## src/rtl/llw_pkg.sv

```systemverilog
package llw_pkg;
  localparam int ADDR_W = 24;

  typedef enum logic [2:0] {
    S_IDLE, S_CHECK, S_HREQ, S_HWAIT, S_PREQ, S_PWAIT, S_FIN
  } walk_state_e;

  function automatic logic [ADDR_W-1:0] entry_addr(input logic [31:0] raw);
    return ADDR_W'(raw & 32'h00FF_FFFF);
  endfunction

  function automatic logic is_terminal(input logic [ADDR_W-1:0] a);
    return a[ADDR_W-1];
  endfunction

  function automatic logic [ADDR_W-1:0] word_index(input logic [ADDR_W-1:0] a);
    return (a & 24'h1F_FFFF) >> 2;
  endfunction

  function automatic logic [7:0] hdr_count(input logic [31:0] w);
    return w[31:24];
  endfunction

  function automatic logic [ADDR_W-1:0] hdr_link(input logic [31:0] w);
    return w[23:0];
  endfunction

  function automatic logic [31:0] node_cost(input logic [7:0] cnt);
    return 32'd5 + 32'(cnt);
  endfunction
endpackage

```

## src/rtl/llw_lat_pipe.sv

```systemverilog
module llw_lat_pipe #(
  parameter int RD_LAT = 2
) (
  input  logic clk,
  input  logic rst_n,
  input  logic req,
  output logic rvalid
);
  generate
    if (RD_LAT == 1) begin : g_one
      logic sr;
      always_ff @(posedge clk or negedge rst_n) begin
        if (!rst_n) sr <= 1'b0;
        else        sr <= req;
      end
      assign rvalid = sr;
    end else begin : g_many
      logic [RD_LAT-1:0] sr;
      always_ff @(posedge clk or negedge rst_n) begin
        if (!rst_n) sr <= '0;
        else        sr <= {sr[RD_LAT-2:0], req};
      end
      assign rvalid = sr[RD_LAT-1];
    end
  endgenerate
endmodule

```

## src/rtl/llw_out_slot.sv

```systemverilog
module llw_out_slot #(
  parameter int DW = 32
) (
  input  logic          clk,
  input  logic          rst_n,
  input  logic          load,
  input  logic [DW-1:0] load_data,
  input  logic          ready,
  output logic          valid,
  output logic [DW-1:0] data
);
  always_ff @(posedge clk or negedge rst_n) begin
    if (!rst_n) begin
      valid <= 1'b0;
      data  <= '0;
    end else if (load) begin
      valid <= 1'b1;
      data  <= load_data;
    end else if (ready) begin
      valid <= 1'b0;
    end
  end
endmodule

```

## src/rtl/llw_walker.sv

```systemverilog
module llw_walker
  import llw_pkg::*;
#(
  parameter int MEM_AW     = 19,
  parameter int RD_LAT     = 2,
  parameter int NODE_LIMIT = 8192,
  parameter int COST_W     = 32
) (
  input  logic              clk,
  input  logic              rst_n,
  input  logic              start,
  input  logic [31:0]       start_addr,
  output logic              busy,
  output logic              done,
  output logic              loop_err,
  output logic [23:0]       progress,
  output logic [COST_W-1:0] cost,
  output logic              mem_req,
  output logic [MEM_AW-1:0] mem_addr,
  input  logic [31:0]       mem_rdata,
  output logic              cmd_valid,
  input  logic              cmd_ready,
  output logic [31:0]       cmd_data
);
  localparam int NODE_W = $clog2(NODE_LIMIT + 1);

  walk_state_e       state;
  logic [ADDR_W-1:0] cur_addr, next_addr, pay_addr;
  logic [7:0]        remain;
  logic [NODE_W-1:0] nodes;
  logic              rvalid;

  // named events for the checker and for reading the code
  logic hdr_fire, word_fire, stop_end, stop_loop, stop_ok;
  logic [ADDR_W-1:0] rd_ptr, rd_index;

  assign stop_end  = (state == S_CHECK) && is_terminal(cur_addr);
  assign stop_loop = (state == S_CHECK) && !is_terminal(cur_addr) &&
                     (nodes == NODE_W'(NODE_LIMIT));
  assign stop_ok   = (stop_end || stop_loop) && !cmd_valid;
  assign hdr_fire  = (state == S_HWAIT) && rvalid;
  assign word_fire = (state == S_PWAIT) && rvalid;

  assign mem_req   = (state == S_HREQ) || ((state == S_PREQ) && !cmd_valid);
  assign rd_ptr    = (state == S_HREQ) ? cur_addr : pay_addr;
  assign rd_index  = word_index(rd_ptr);
  assign mem_addr  = MEM_AW'(rd_index);
  assign busy      = (state != S_IDLE);
  assign done      = (state == S_FIN);

  llw_lat_pipe #(.RD_LAT(RD_LAT)) u_pipe (
    .clk(clk), .rst_n(rst_n), .req(mem_req), .rvalid(rvalid)
  );

  llw_out_slot #(.DW(32)) u_slot (
    .clk(clk), .rst_n(rst_n), .load(word_fire), .load_data(mem_rdata),
    .ready(cmd_ready), .valid(cmd_valid), .data(cmd_data)
  );

  always_ff @(posedge clk or negedge rst_n) begin
    if (!rst_n) begin
      state     <= S_IDLE;
      cur_addr  <= '0;
      next_addr <= '0;
      pay_addr  <= '0;
      remain    <= '0;
      nodes     <= '0;
      cost      <= '0;
      loop_err  <= 1'b0;
      progress  <= '0;
    end else begin
      unique case (state)
        S_IDLE: if (start) begin
          cur_addr <= entry_addr(start_addr);
          nodes    <= '0;
          cost     <= '0;
          loop_err <= 1'b0;
          state    <= S_CHECK;
        end
        S_CHECK: begin
          if (stop_ok) begin
            progress <= cur_addr;
            loop_err <= stop_loop;
            state    <= S_FIN;
          end else if (!stop_end && !stop_loop) begin
            state <= S_HREQ;
          end
        end
        S_HREQ: state <= S_HWAIT;
        S_HWAIT: if (hdr_fire) begin
          next_addr <= hdr_link(mem_rdata);
          remain    <= hdr_count(mem_rdata);
          pay_addr  <= cur_addr + ADDR_W'(4);
          cost      <= cost + COST_W'(node_cost(hdr_count(mem_rdata)));
          nodes     <= nodes + 1'b1;
          if (hdr_count(mem_rdata) == 8'd0) begin
            cur_addr <= hdr_link(mem_rdata);
            state    <= S_CHECK;
          end else begin
            state <= S_PREQ;
          end
        end
        S_PREQ: if (!cmd_valid) state <= S_PWAIT;
        S_PWAIT: if (word_fire) begin
          pay_addr <= pay_addr + ADDR_W'(4);
          remain   <= remain - 8'd1;
          if (remain == 8'd1) begin
            cur_addr <= next_addr;
            state    <= S_CHECK;
          end else begin
            state <= S_PREQ;
          end
        end
        S_FIN:   state <= S_IDLE;
        default: state <= S_IDLE;
      endcase
    end
  end
endmodule

```

## config.mk

```make
export PLATFORM = sky130hd
export DESIGN_NAME = llw_walker
export DESIGN_NICKNAME = d
export VERILOG_FILES = /design/src/rtl/llw_pkg.sv /design/src/rtl/llw_lat_pipe.sv /design/src/rtl/llw_out_slot.sv /design/src/rtl/llw_walker.sv
export SDC_FILE = /design/constraint.sdc
export NUM_CORES = 1
export LEC_CHECK = 0
export BUFFER_PORTS_ARGS = -buffer_cell sky130_fd_sc_hd__clkbuf_2
export CORE_AREA = 10 10 198 144
export CTS_BUF_LIST = sky130_fd_sc_hd__clkbuf_4 sky130_fd_sc_hd__clkbuf_8
export CTS_CLUSTER_DIAMETER = 80
export DETAILED_ROUTE_END_ITERATION = 10
export DIE_AREA = 0 0 208 154
export PLACE_DENSITY_LB_ADDON = 0.2
export SETUP_SLACK_MARGIN = 0.3
export SLEW_MARGIN = 25
export SYNTH_ARGS = -nofsm -noshare
export SYNTH_HDL_FRONTEND = slang
export SYNTH_HIERARCHICAL = 1
export SYNTH_SLANG_ARGS = --single-unit
```

## constraint.sdc

```tcl
create_clock -name clk -period 9.2 [get_ports clk]
set_clock_uncertainty 0.05 [all_clocks]
set_input_delay 0 -clock clk [delete_from_list [all_inputs] [get_ports clk]]
set_output_delay 0 -clock clk [all_outputs]
set_load 0.05 [all_outputs]
```

==> summary.txt, run 1 <==
Status -> completed
Wirelength per Cell -> 19.40 um
Initial DRC count -> 709
Most used DFF post-synth -> dfrtp_1
Clock share of power -> 13.3%
Final Hold Viols -> 0
Largest net degree at the start of global routing -> 83
CP startpoint -> state[2]
Final Cell Area -> 0.01204 mm2
Worst IR Drop VDD -> 0.1979 mV
DRT Wirelength -> 30160 um
Setup Slack @ Placement -> 5.508 ns
Clk Tree Root Cell -> clkbuf_8
# rows -> 48
Total gr overflow -> 0
Comb power frac -> 53.5%
DR vias -> 8503
CP max FO -> 49
I/O Buffers -> 171
Clock Sinks -> 184
Layout cells sized above 1 -> 25.12%
Die Y -> 154 um
Pre-antenna DRT Iters -> 8
Sw power -> 2.244 mW
H-tree levels -> 4
CTS tree -> built
I/O Pins -> 180
CP startpoint kind -> flip-flop
Placed Area -> 0.01104 mm2
Postcts setup bufs -> 0
Switching share of power -> 50.75%
Cell Pwr Density -> 367.1 mW/mm2
Post-synthesis sequential area ratio -> 46.15%
Mapped Cells -> 1016
CP endpoint kind -> flip-flop
Mean Syn Cell Area -> 9.820 um2
Leakage power -> 5.483 nW
Global-route wire length before repair -> 47950 um
Worst flop-to-flop path startpoint -> state[2]
Multiplexer area fraction after synthesis -> 12.52%
Synth top area share -> 46.15%
Setup_tns -> 0 ns
Synth warn -> 6
GP Congestion -> 0.8575
Dpl hpwl -> 20610 um
Tightest Pin Transition -> 0.8170 ns
Netlist cell types -> 72
Critical path arrival -> 3.97 ns
# setup viols final -> 0
Flops & latches, synth -> 184
Synthesized area -> 0.009977 mm2
Max frequency -> 274.0 MHz
Crit path to -> pay_addr[18]
Async S/R FF share, synth -> 100.0%
Relative slew slack -> 45.33%
Num CTS Buffers -> 17
HP Class -> primary input to asynchronous set/reset pin
Worst skew pair latency -> 0.49 ns
Core area -> 0.02450 mm2
Fin. max-slew vios -> 0
Cell internal pwr -> 2.177 mW
RSZ-0062 raised after global routing -> no
Nets -> 1308
Synth Area in Adders -> 2.834%
All-Layer GR Usage -> 18.49%
Worst Reg-to-Reg Cells -> 11
Die width -> 208 um
Synth Area in Compound Gates -> 14.18%
Initial antenna violation count -> 0
Number of enable flip-flop cells after synthesis -> 0
WHS -> 0.07719 ns
Fin crit share -> 39.67%
Total design power -> 4.421 mW
DRC -> 0
Reg2reg end -> pay_addr[18]
Vias in the first global route -> 8268
Tmin final -> 3.650 ns
Synth area leader -> dfrtp_1
Max-cap violations -> 0
Clk buf depth -> 2
WS Path Type -> flip-flop to flip-flop
Fin cells -> 1555
Area of the die -> 0.03203 mm2
Largest family of logic cells by synthesized area -> simple AND/OR/NAND/NOR gates
Xor and xnor area share after synthesis -> 2.370%
Top cells by count, synth -> 184 x dfrtp_1, 153 x nand2_1, 93 x nor2_1, 64 x a21oi_1, 51 x o21ai_0
Final core utilization -> 49.15%
Post-route ant nets -> 0
Antenna cells -> 0
Largest cells by area after synthesis -> dfrtp_1 46%, nand2_1 5.8%, mux2_2 5.2%
Total nets after synthesis -> 1106
R2R Setup Slk -> 5.55 ns
Req. time, crit path -> 9.52 ns
Simple-Gate Fraction of Synth Area -> 17.75%
Vias/cell -> 5.468
Starting Density -> 40.72%
# placed instances -> 1465
Count leader, synth -> dfrtp_1
Layout area overhead -> 20.70%
Sequential share of power -> 33.3%
Final setup margin -> 5.550 ns
Clk slew on worst S/H paths -> 0.11 ns
power groups by stage:
stage / registers, mW / clock network, mW / logic, mW
finish: 1.47 / 0.586 / 2.36
global route: 1.52 / 0.631 / 2.55
CTS: 1.46 / 0.608 / 2.38
detailed placement: 1.47 / 0 / 2.35
global placement: 1.47 / 0 / 2.33
floorplan: 1.84 / 0 / 1.37
metal layers:
layer / global-route usage [%] / wire length (um) / vias up
met5: 0 / 0 / -
met1: 27.15 / 15100 / 4177
met4: 3.682 / 310 / 0
li1: - / - / 4043
met2: 26.37 / 12690 / 262
met3: 5.080 / 2060 / 21
sequential cells by signal (all words and copies together) (netlist names):
name and flops:
state 3, cost 32, u_slot/valid 1, u_pipe/g_many.sr 2, pay_addr 19, u_slot/data 32, cur_addr 24, remain 8
progress 24, loop_err 1, nodes 14, next_addr 24
worst min path at each step:
| stage | cells past startpoint | slack (ns) | start | endpoint |
|---|---|---|---|---|
| final | 2 | 0.08 | rst_n | next_addr[22] |
| after global routing | 2 | 0.12 | rst_n | u_slot/data[23] |
| after CTS | 2 | 0.07 | rst_n | next_addr[22] |
| after detailed placement | 1 | 0.05 | rst_n | u_slot/data[20] |
| after global placement | 1 | 0.06 | rst_n | u_slot/data[20] |
| after floorplan | 0 | -0.35 | rst_n | cost[0] |
logic make-up after synthesis:
kind of cell	Yosys count
compound gates	218
simple gates	379
flops	184
xor+xnor	27
buf+inv	84
mux	102
fa+ha+maj	22
cells in the final DEF, fill, tap and decap left out, types with 5 or more instances in the layout:
| master | synthesis | layout |
|---|---|---|
| xnor2_1 | 16 | 16 |
| buf_4 | 2 | 14 |
| mux2_2 | 46 | 46 |
| a21oi_1 | 64 | 63 |
| dlygate4sd3_1 | 0 | 59 |
| and4_1 | 6 | 6 |
| nand3_1 | 26 | 26 |
| dfrtp_1 | 184 | 184 |
| mux2i_1 | 7 | 7 |
| nor3b_1 | 5 | 5 |
| o21ai_0 | 51 | 51 |
| and2_1 | 5 | 5 |
| nand2b_1 | 7 | 7 |
| mux2_1 | 20 | 20 |
| nor2_1 | 93 | 90 |
| o22ai_1 | 30 | 30 |
| mux2_4 | 29 | 29 |
| xor2_1 | 11 | 11 |
| or3_1 | 9 | 9 |
| nand4_1 | 22 | 22 |
| ha_1 | 21 | 21 |
| nor4_1 | 13 | 13 |
| nand2_1 | 153 | 153 |
| nor3_1 | 16 | 16 |
| o311ai_0 | 5 | 5 |
| inv_1 | 22 | 22 |
| a21o_1 | 8 | 8 |
| clkbuf_8 | 0 | 19 |
| clkbuf_2 | 0 | 170 |
| and3_1 | 9 | 9 |
| a221oi_1 | 6 | 6 |
layout make-up:
class / instances / area [um2]
inverters: 23 / 86.33
well taps: 325 / 406.6
clock inverters: 11 / 146.4
repair buffers: 244 / 1560
flip-flops and latches: 184 / 4604
clock buffers: 20 / 262.8
multi-input cells: 748 / 4976
fillers: 2305 / 12460
repair_timing:
item	in CTS	in global routing
hold buffers	59	0
gates resized for setup	0	0
endpoints found under the hold margin	173	0
worst max-delay path, stage by stage (launching register included):
cell and delay, ns:
dfrtp_1 0.71, and3b_2 0.28, buf_4 0.47, nand2_1 0.10, nand2_1 0.10, ha_1 0.27, nand3_1 0.10, nor3_1 0.49
o221a_2 0.36, nand2_1 0.11, a2111oi_0 0.39, a221oi_1 0.09
Power figures use the tool's default switching activity.
==> run 2: changes to the inputs <==
Settings changed: ABC_AREA from default to 1.
Clock period 9.2 ns to 3.6 ns, I/O delays scaled along.
==> run 2 against run 1 <==
  * Sequential cell count is the same
  * Register-to-register slack lost 5.0 ns
  * Core utilization is essentially flat
  * Global-route usage grew 0.92 points
  * Critical path depth shrank 2
  * Highest routed layer unchanged
==> summary.txt, run 2 <==
CP endpoint kind -> flip-flop
Synth area leader -> dfrtp_1
Post-synthesis sequential area ratio -> 46.09% (-0.058 points)
DRC -> 0 (unchanged)
Critical path arrival -> 3.37 ns (-0.60 ns)
CP max FO -> 24 (-51%)
Area of the die -> 0.03203 mm2 (unchanged)
Crit-path slowest cell -> dfrtp_1
DRT Wirelength -> 31330 um (+3.9%)
Worst IR Drop VDD -> 0.6509 mV (+230%)
Pre-antenna DRT Iters -> 5 (-3)
Vias/cell -> 4.967 (-9.2%)
Core area -> 0.02450 mm2 (unchanged)
Mean Syn Cell Area -> 7.534 um2 (-23%)
DR vias -> 9314 (+9.5%)
# placed instances -> 1783 (+22%)
HP Class -> primary input to flip-flop
Post-route ant nets -> 0 (unchanged)
Flops & latches, synth -> 184 (unchanged)
Final Hold Viols -> 0 (unchanged)
Largest cells by area after synthesis -> dfrtp_1 46%, nand2_1 17%, o21ai_0 5.8%
Fin crit share -> 84.28% (+45 points)
# setup viols final -> 0 (unchanged)
Vias in the first global route -> 8882 (+7.4%)
Max-cap violations -> 0 (unchanged)
Starting Density -> 40.77% (+0.051 points)
Total gr overflow -> 0 (unchanged)
Netlist cell types -> 45 (-38%)
Die width -> 208 um (unchanged)
Max incr delay on CP -> 0.87 ns (+0.16 ns)
Number of enable flip-flop cells after synthesis -> 0 (unchanged)
GP Congestion -> 0.8702 (+1.5%)
Clk Tree Root Cell -> clkbuf_8
Worst skew pair latency -> 0.49 ns (about the same)
# rows -> 48 (unchanged)
Most frequent cells in the layout -> 461 x nand2_1, 184 x dfrtp_1, 170 x clkbuf_2, 136 x inv_1, 116 x o21ai_0
Mapped Cells -> 1326 (+31%)
Commonest non-fill, non-tap cell in the layout -> nand2_1
Total nets after synthesis -> 1416 (+28%)
I/O Pins -> 180 (unchanged)
Dpl hpwl -> 22710 um (+10%)
Max frequency -> 329.6 MHz (+20%)
Nets -> 1627 (+24%)
All-Layer GR Usage -> 19.41% (+0.92 points)
Synth top area share -> 46.09% (-0.058 points)
Cell family with most CP delay -> simple AND/OR/NAND/NOR gates
Clk buf depth -> 2 (unchanged)
Largest net degree at the start of global routing -> 89 (+7.2%)
Global-route wire length before repair -> 50200 um (+4.7%)
Area of the multi-input gates -> 0.004491 mm2 (-9.8%)
Count leader, synth -> nand2_1
Layout area overhead -> 20.65% (about the same)
Fin cells -> 1875 (+21%)
Layout cells sized above 1 -> 16.27% (-8.9 points)
# fillers -> 2436 (+5.7%)
Leakage power -> 6.060 nW (+11%)
Initial DRC count -> 732 (+3.2%)
H-tree levels -> 4 (unchanged)
WS Path Type -> flip-flop to flip-flop
Most used DFF post-synth -> dfrtp_1
Synth warn -> 6 (unchanged)
Clk slew on worst S/H paths -> 0.10 ns (about the same)
GRT met2 Usage -> 27.12% (+0.75 points)
Reg area -> 0.004604 mm2 (unchanged)
Final core utilization -> 49.19% (about the same)
M3 GR Usage -> 4.169% (-0.91 points)
Tmin final -> 3.034 ns (-0.6157 ns)
I/O Buffers -> 171 (unchanged)
Met1 Resource Use GR -> 29.26% (+2.1 points)
Wirelength per Cell -> 16.71 um (-14%)
CP Buf/Inv Count -> 3 (+2)
RSZ-0062 raised after global routing -> no
Clock Sinks -> 184 (unchanged)
Tightest Pin Transition -> 0.8280 ns (+0.01100 ns)
CP cell instances -> inv_1 -> nand2_1 -> inv_1 -> nand2_2 -> nand2_1 -> nor2_2 -> inv_2 -> o21ai_0 -> a21oi_1
Synthesized area -> 0.009990 mm2 (+0.13%)
Post_cts resized -> 0 (unchanged)
Die Y -> 154 um (unchanged)
Setup_tns -> 0 ns (unchanged)
Cell Pwr Density -> 849.5 mW/mm2 (+130%)
Fin. max-slew vios -> 0 (unchanged)
GR peak layer -> met1
Num CTS Buffers -> 17 (unchanged)
Status -> completed
Initial antenna violation count -> 1 (+1)
Top cells by count, synth -> 462 x nand2_1, 184 x dfrtp_1, 136 x inv_1, 116 x o21ai_0, 95 x nor2_1
Relative slew slack -> 44.74% (-0.59 points)
CP startpoint kind -> flip-flop
Biggest registers after layout -> cost x32, u_slot/data x32
CTS tree -> built
Async S/R FF share, synth -> 100.0% (unchanged)
Req. time, crit path -> 3.93 ns (-5.59 ns)
run 2: cell types whose count changed after synthesis, sizes merged, moves of 8 or more:
cell / delta
nor2: +11
a21oi: -42
mux2: -95
nor4: -10
and3: -8
nand2: +320
o211ai: +24
nand3: +35
or3: -9
xnor2: -9
inv: +122
o22ai: -28
o21ai: +94
run 2: layout make-up:
class / instances / area share, %
Sequential cell: 184 / 38.20
Multi-Input combinational cell: 943 / 37.26
Clock buffer: 22 / 2.408
Inverter: 145 / 4.599
Timing Repair Buffer: 246 / 13.19
Tap cell: 325 / 3.374
Antenna cell: 1 / 0.02076
Clock inverter: 9 / 0.9447
run 2: where the power goes:
| group | total (mW) | switching (mW) | internal [mW] |
|---|---|---|---|
| Clock | 1.48 | 0.790 | 0.690 |
| Sequential | 3.40 | 0.564 | 2.84 |
| Combinational | 5.35 | 4.04 | 1.31 |
| Total | 10.2 | 5.40 | 4.84 |
run 2: cells by family (layout without fill, tap and decap cells):
group / Yosys count / after routing / synth area share (%)
adder cells (fa/ha/maj): 22 / 22 / 2.831
XOR/XNOR: 17 / 17 / 1.490
other: 0 / 1 / 0
AND/OR/NAND/NOR: 691 / 691 / 28.73
flip-flops: 184 / 184 / 46.09
AO/OA/AOI/OAI: 213 / 213 / 11.75
buffers and inverters: 199 / 422 / 9.106
run 2: what timing repair did:
action | in CTS | in global routing
hold buffers | 60 | 0
endpoints found under the setup margin | 0 | 0
buffers inserted | 0 | 0
hold endpoints to repair | 230 | 0
run 2: path summary, 6_finish.rpt:
| kind | start | end | slack (ns) | cells after the start |
|---|---|---|---|---|
| max in group asynchronous | rst_n | remain[4] | 1.56 | 4 |
| max | state[2] | nodes[8] | 0.57 | 9 |
| min | start_addr[4] | cur_addr[4] | 0.1 | 5 |
| min reg2reg | u_pipe/g_many.sr[0] | u_pipe/g_many.sr[1] | 0.31 | 0 |
| min in group asynchronous | rst_n | remain[2] | 0.50 | 3 |
| max reg2reg | state[2] | nodes[8] | 0.57 | 9 |
run 2: routing by layer:
metal	share of wire, %	vias to the layer above	wire, um
met5	0	-	0
met4	1.1	0	337
met3	6.1	23	1910
met2	41	265	12820
met1	52	4352	16270
li1	-	4674	-
run 2: worst register-to-register path, cell delays in order, from the launching register on:
cell and delay (ns):
dfrtp_1 0.87, inv_1 0.14, nand2_1 0.21, inv_1 0.09, nand2_2 0.09, nand2_1 0.39
nor2_2 0.55, inv_2 0.31, o21ai_0 0.18, a21oi_1 0.06
run 2: per-stage QoR:
stage / total power, mW / hold slack (ns) / cell area (um2) / setup slack (ns)
floorplan: 7.330 / -0.3456 / 9990 / 1.094
CTS: 10.30 / 0.02314 / 12050 / 0.6315
detailed placement: 8.744 / -0.04206 / 11050 / 0.6460
finish: 10.24 / 0.09799 / 12050 / 0.5660
global route: 10.98 / 0.1109 / 12050 / 0.3057
global placement: 8.667 / -0.03791 / 11050 / 0.6674
==> run 3: changes to the inputs <==
Settings changed: ABC_AREA 1 to 0.
Clock period 3.6 ns to 2.7 ns, I/O delays scaled along.
==> run 3 against run 2 <==
  * Worst hold slack worse by 0.046 ns
  * Combinational power is 81% higher
  * Largest cell class is now multi-input combinational cells
  * Setup slack worse by 0.26 ns
  * Clock power is 30% higher
  * Critical path type is now flip-flop to primary output
  * Core utilization is 4.3 points higher
  * Routed wire length is 2.5% higher
==> summary.txt, run 3 (synthesized netlist as in run 1, its figures left out) <==
Status -> completed
Worst skew pair latency -> 0.50 ns (about the same)
Biggest registers after layout -> cost x32, u_slot/data x32
GP Congestion -> 0.8370 (-3.8%)
Total gr overflow -> 0 (unchanged)
Max frequency -> 418.4 MHz
Comb power frac -> 58.5% (+6.2 points)
RSZ-0062 raised after global routing -> yes
H-tree levels -> 4 (unchanged)
Setup_tns -> 0 ns (unchanged)
Clk Tree Root Cell -> clkbuf_8
Starting Density -> 40.72% (-0.051 points)
Vias/cell -> 5.473 (+10%)
Layout cells sized above 1 -> 32.97% (+17 points)
Final core utilization -> 53.50% (+4.3 points)
DR vias -> 8801 (-5.5%)
# placed instances -> 1487 (-17%)
CP endpoint kind -> primary output
WS Path Type -> flip-flop to primary output
Die width -> 208 um (unchanged)
Switching share of power -> 50.21% (-2.5 points)
Worst Reg-to-Reg Cells -> 10 (+1)
Critical path arrival -> 2.34 ns (-1.03 ns)
Commonest non-fill, non-tap cell in the layout -> dfrtp_1
Vias in the first global route -> 8560 (-3.6%)
Fin cells -> 1608 (-14%)
Global-route wire length before repair -> 49510 um (-1.4%)
Final Cell Area -> 0.01311 mm2 (+8.8%)
Most frequent cells in the layout -> 175 x dfrtp_1, 156 x clkbuf_2, 145 x nand2_1, 90 x nor2_1, 62 x a21oi_1
Wirelength per Cell -> 19.97 um (+19%)
Relative slew slack -> 63.47% (+19 points)
Nets -> 1360 (-16%)
Final setup margin -> 0.3098 ns (-0.2562 ns)
Antenna cells -> 0 (-1)
Core area -> 0.02450 mm2 (unchanged)
Pre-antenna DRT Iters -> 5 (unchanged)
Fin. max-slew vios -> 0 (unchanged)
Num CTS Buffers -> 17 (unchanged)
# setup viols final -> 0 (unchanged)
# rows -> 48 (unchanged)
Clk slew on worst S/H paths -> 0.10 ns (about the same)
Largest net degree at the start of global routing -> 71 (-20%)
Die Y -> 154 um (unchanged)
Tightest Pin Transition -> 0.5479 ns (-0.2801 ns)
Fin crit share -> 88.53%
Placed Area -> 0.01141 mm2 (+3.3%)
Cell Pwr Density -> 1260 mW/mm2 (+48%)
# fillers -> 2193 (-10%)
DRT Wirelength -> 32100 um (+2.5%)
Area of the die -> 0.03203 mm2 (unchanged)
Post-route ant nets -> 0 (unchanged)
Dpl hpwl -> 21240 um (-6.5%)
Req. time, crit path -> 2.65 ns (-1.28 ns)
All-Layer GR Usage -> 19.00% (-0.41 points)
Leakage power -> 5.987 nW (-1.2%)
HP Class -> primary input to asynchronous set/reset pin
Final Hold Viols -> 0 (unchanged)
Initial antenna violation count -> 0 (-1)
Layout area overhead -> 31.40%
CP max FO -> 12 (-50%)
Setup Slack @ Placement -> 0.2213 ns (-0.4247 ns)
Clock Sinks -> 184 (unchanged)
DRC -> 0 (unchanged)
Clk buf depth -> 2 (unchanged)
Sw power -> 8.291 mW (+54%)
Sequential share of power -> 29.9% (-3.4 points)
I/O Buffers -> 171 (unchanged)
CTS tree -> built
Clock share of power -> 11.6% (-2.9 points)
I/O Pins -> 180 (unchanged)
Cell internal pwr -> 8.222 mW (+70%)
Initial DRC count -> 699 (-4.5%)
CP startpoint kind -> flip-flop
Worst IR Drop VDD -> 0.7810 mV (+20%)
Tmin final -> 2.390 ns
Max-cap violations -> 0 (unchanged)
[run 3: cell types whose count changed in the layout (fill, tap and decap cells not counted), sizes merged, moves of 12 or more]
cell,previous run,this run
clkbuf,193,181
buf,15,73
o22ai,2,30
inv,148,30
a21oi,23,65
o21ai,147,53
nand2,473,153
o211ai,28,4
nand3,61,26
mux2,0,95
[run 3: power groups by stage]
| stage | Sequential [mW] | Combinational [mW] | Clock [mW] |
|---|---|---|---|
| after floorplan | 6.29 | 4.87 | 0 |
| after global placement | 4.89 | 8.45 | 0 |
| after detailed placement | 4.92 | 8.52 | 0 |
| after CTS | 4.88 | 8.82 | 1.98 |
| after global routing | 5.10 | 10.4 | 2.08 |
| final | 4.93 | 9.66 | 1.92 |
[run 3: path summary, 6_finish.rpt]
kind,start,to,slack (ns)
worst max register to register,state[0],pay_addr[16],0.32
worst min-delay path,rst_n,next_addr[22],0.05
min in group clk,mem_rdata[8],next_addr[8],0.21
worst min register to register,u_pipe/g_many.sr[0],u_pipe/g_many.sr[1],0.32
worst max-delay path,state[2],mem_addr[14],0.31
max in group asynchronous,rst_n,progress[11],2.08
[run 3: through the flow]
| stage | hold slack, ns | power [mW] |
|---|---|---|
| 2_1_floorplan | -0.3456 | 11.15 |
| 3_3_place_gp | -0.06442 | 13.34 |
| 3_5_place_dp | -0.06824 | 13.44 |
| 4_1_cts | 0.04563 | 15.67 |
| 5_1_grt | 0.06236 | 17.52 |
| 6_report | 0.05170 | 16.51 |
[run 3: cell type report]
class                   count  area, um2  area share [%]
inverters                  23      86.33          0.6585
clock inverters            15      156.4           1.193
well taps                 325      406.6           3.102
flip-flops and latches    184       4616           35.21
repair buffers            296       2250           17.16
multi-input cells         748       5361           40.90
clock buffers              17      234.0           1.785
[run 3: per-layer routing]
metal / up-vias / routed length [um] / GRT usage, %
met3: 24 / 2492 / 5.120
met5: - / 0 / 0
li1: 4159 / - / -
met4: 0 / 372 / 4.577
met1: 4320 / 15820 / 28.12
met2: 298 / 13420 / 26.52
[run 3: worst max-delay path, cell delays in order, from the launching register on]
cell,delay (ns)
dfrtp_2,0.45
or2b_4,0.29
buf_12,0.13
nor2_4,0.21
clkbuf_16,0.22
mux2_2,0.33
clkbuf_4,0.21
[run 3: repair_timing]
item / 4_1_cts / 5_1_grt
hold buffers: 60 / 0
endpoints found under the hold margin: 277 / 0
pin swaps: 4 / 20
gates resized for setup: 25 / 80
cloned: 0 / 6
setup endpoints to repair: 36 / 73
setup buffers: 6 / 17
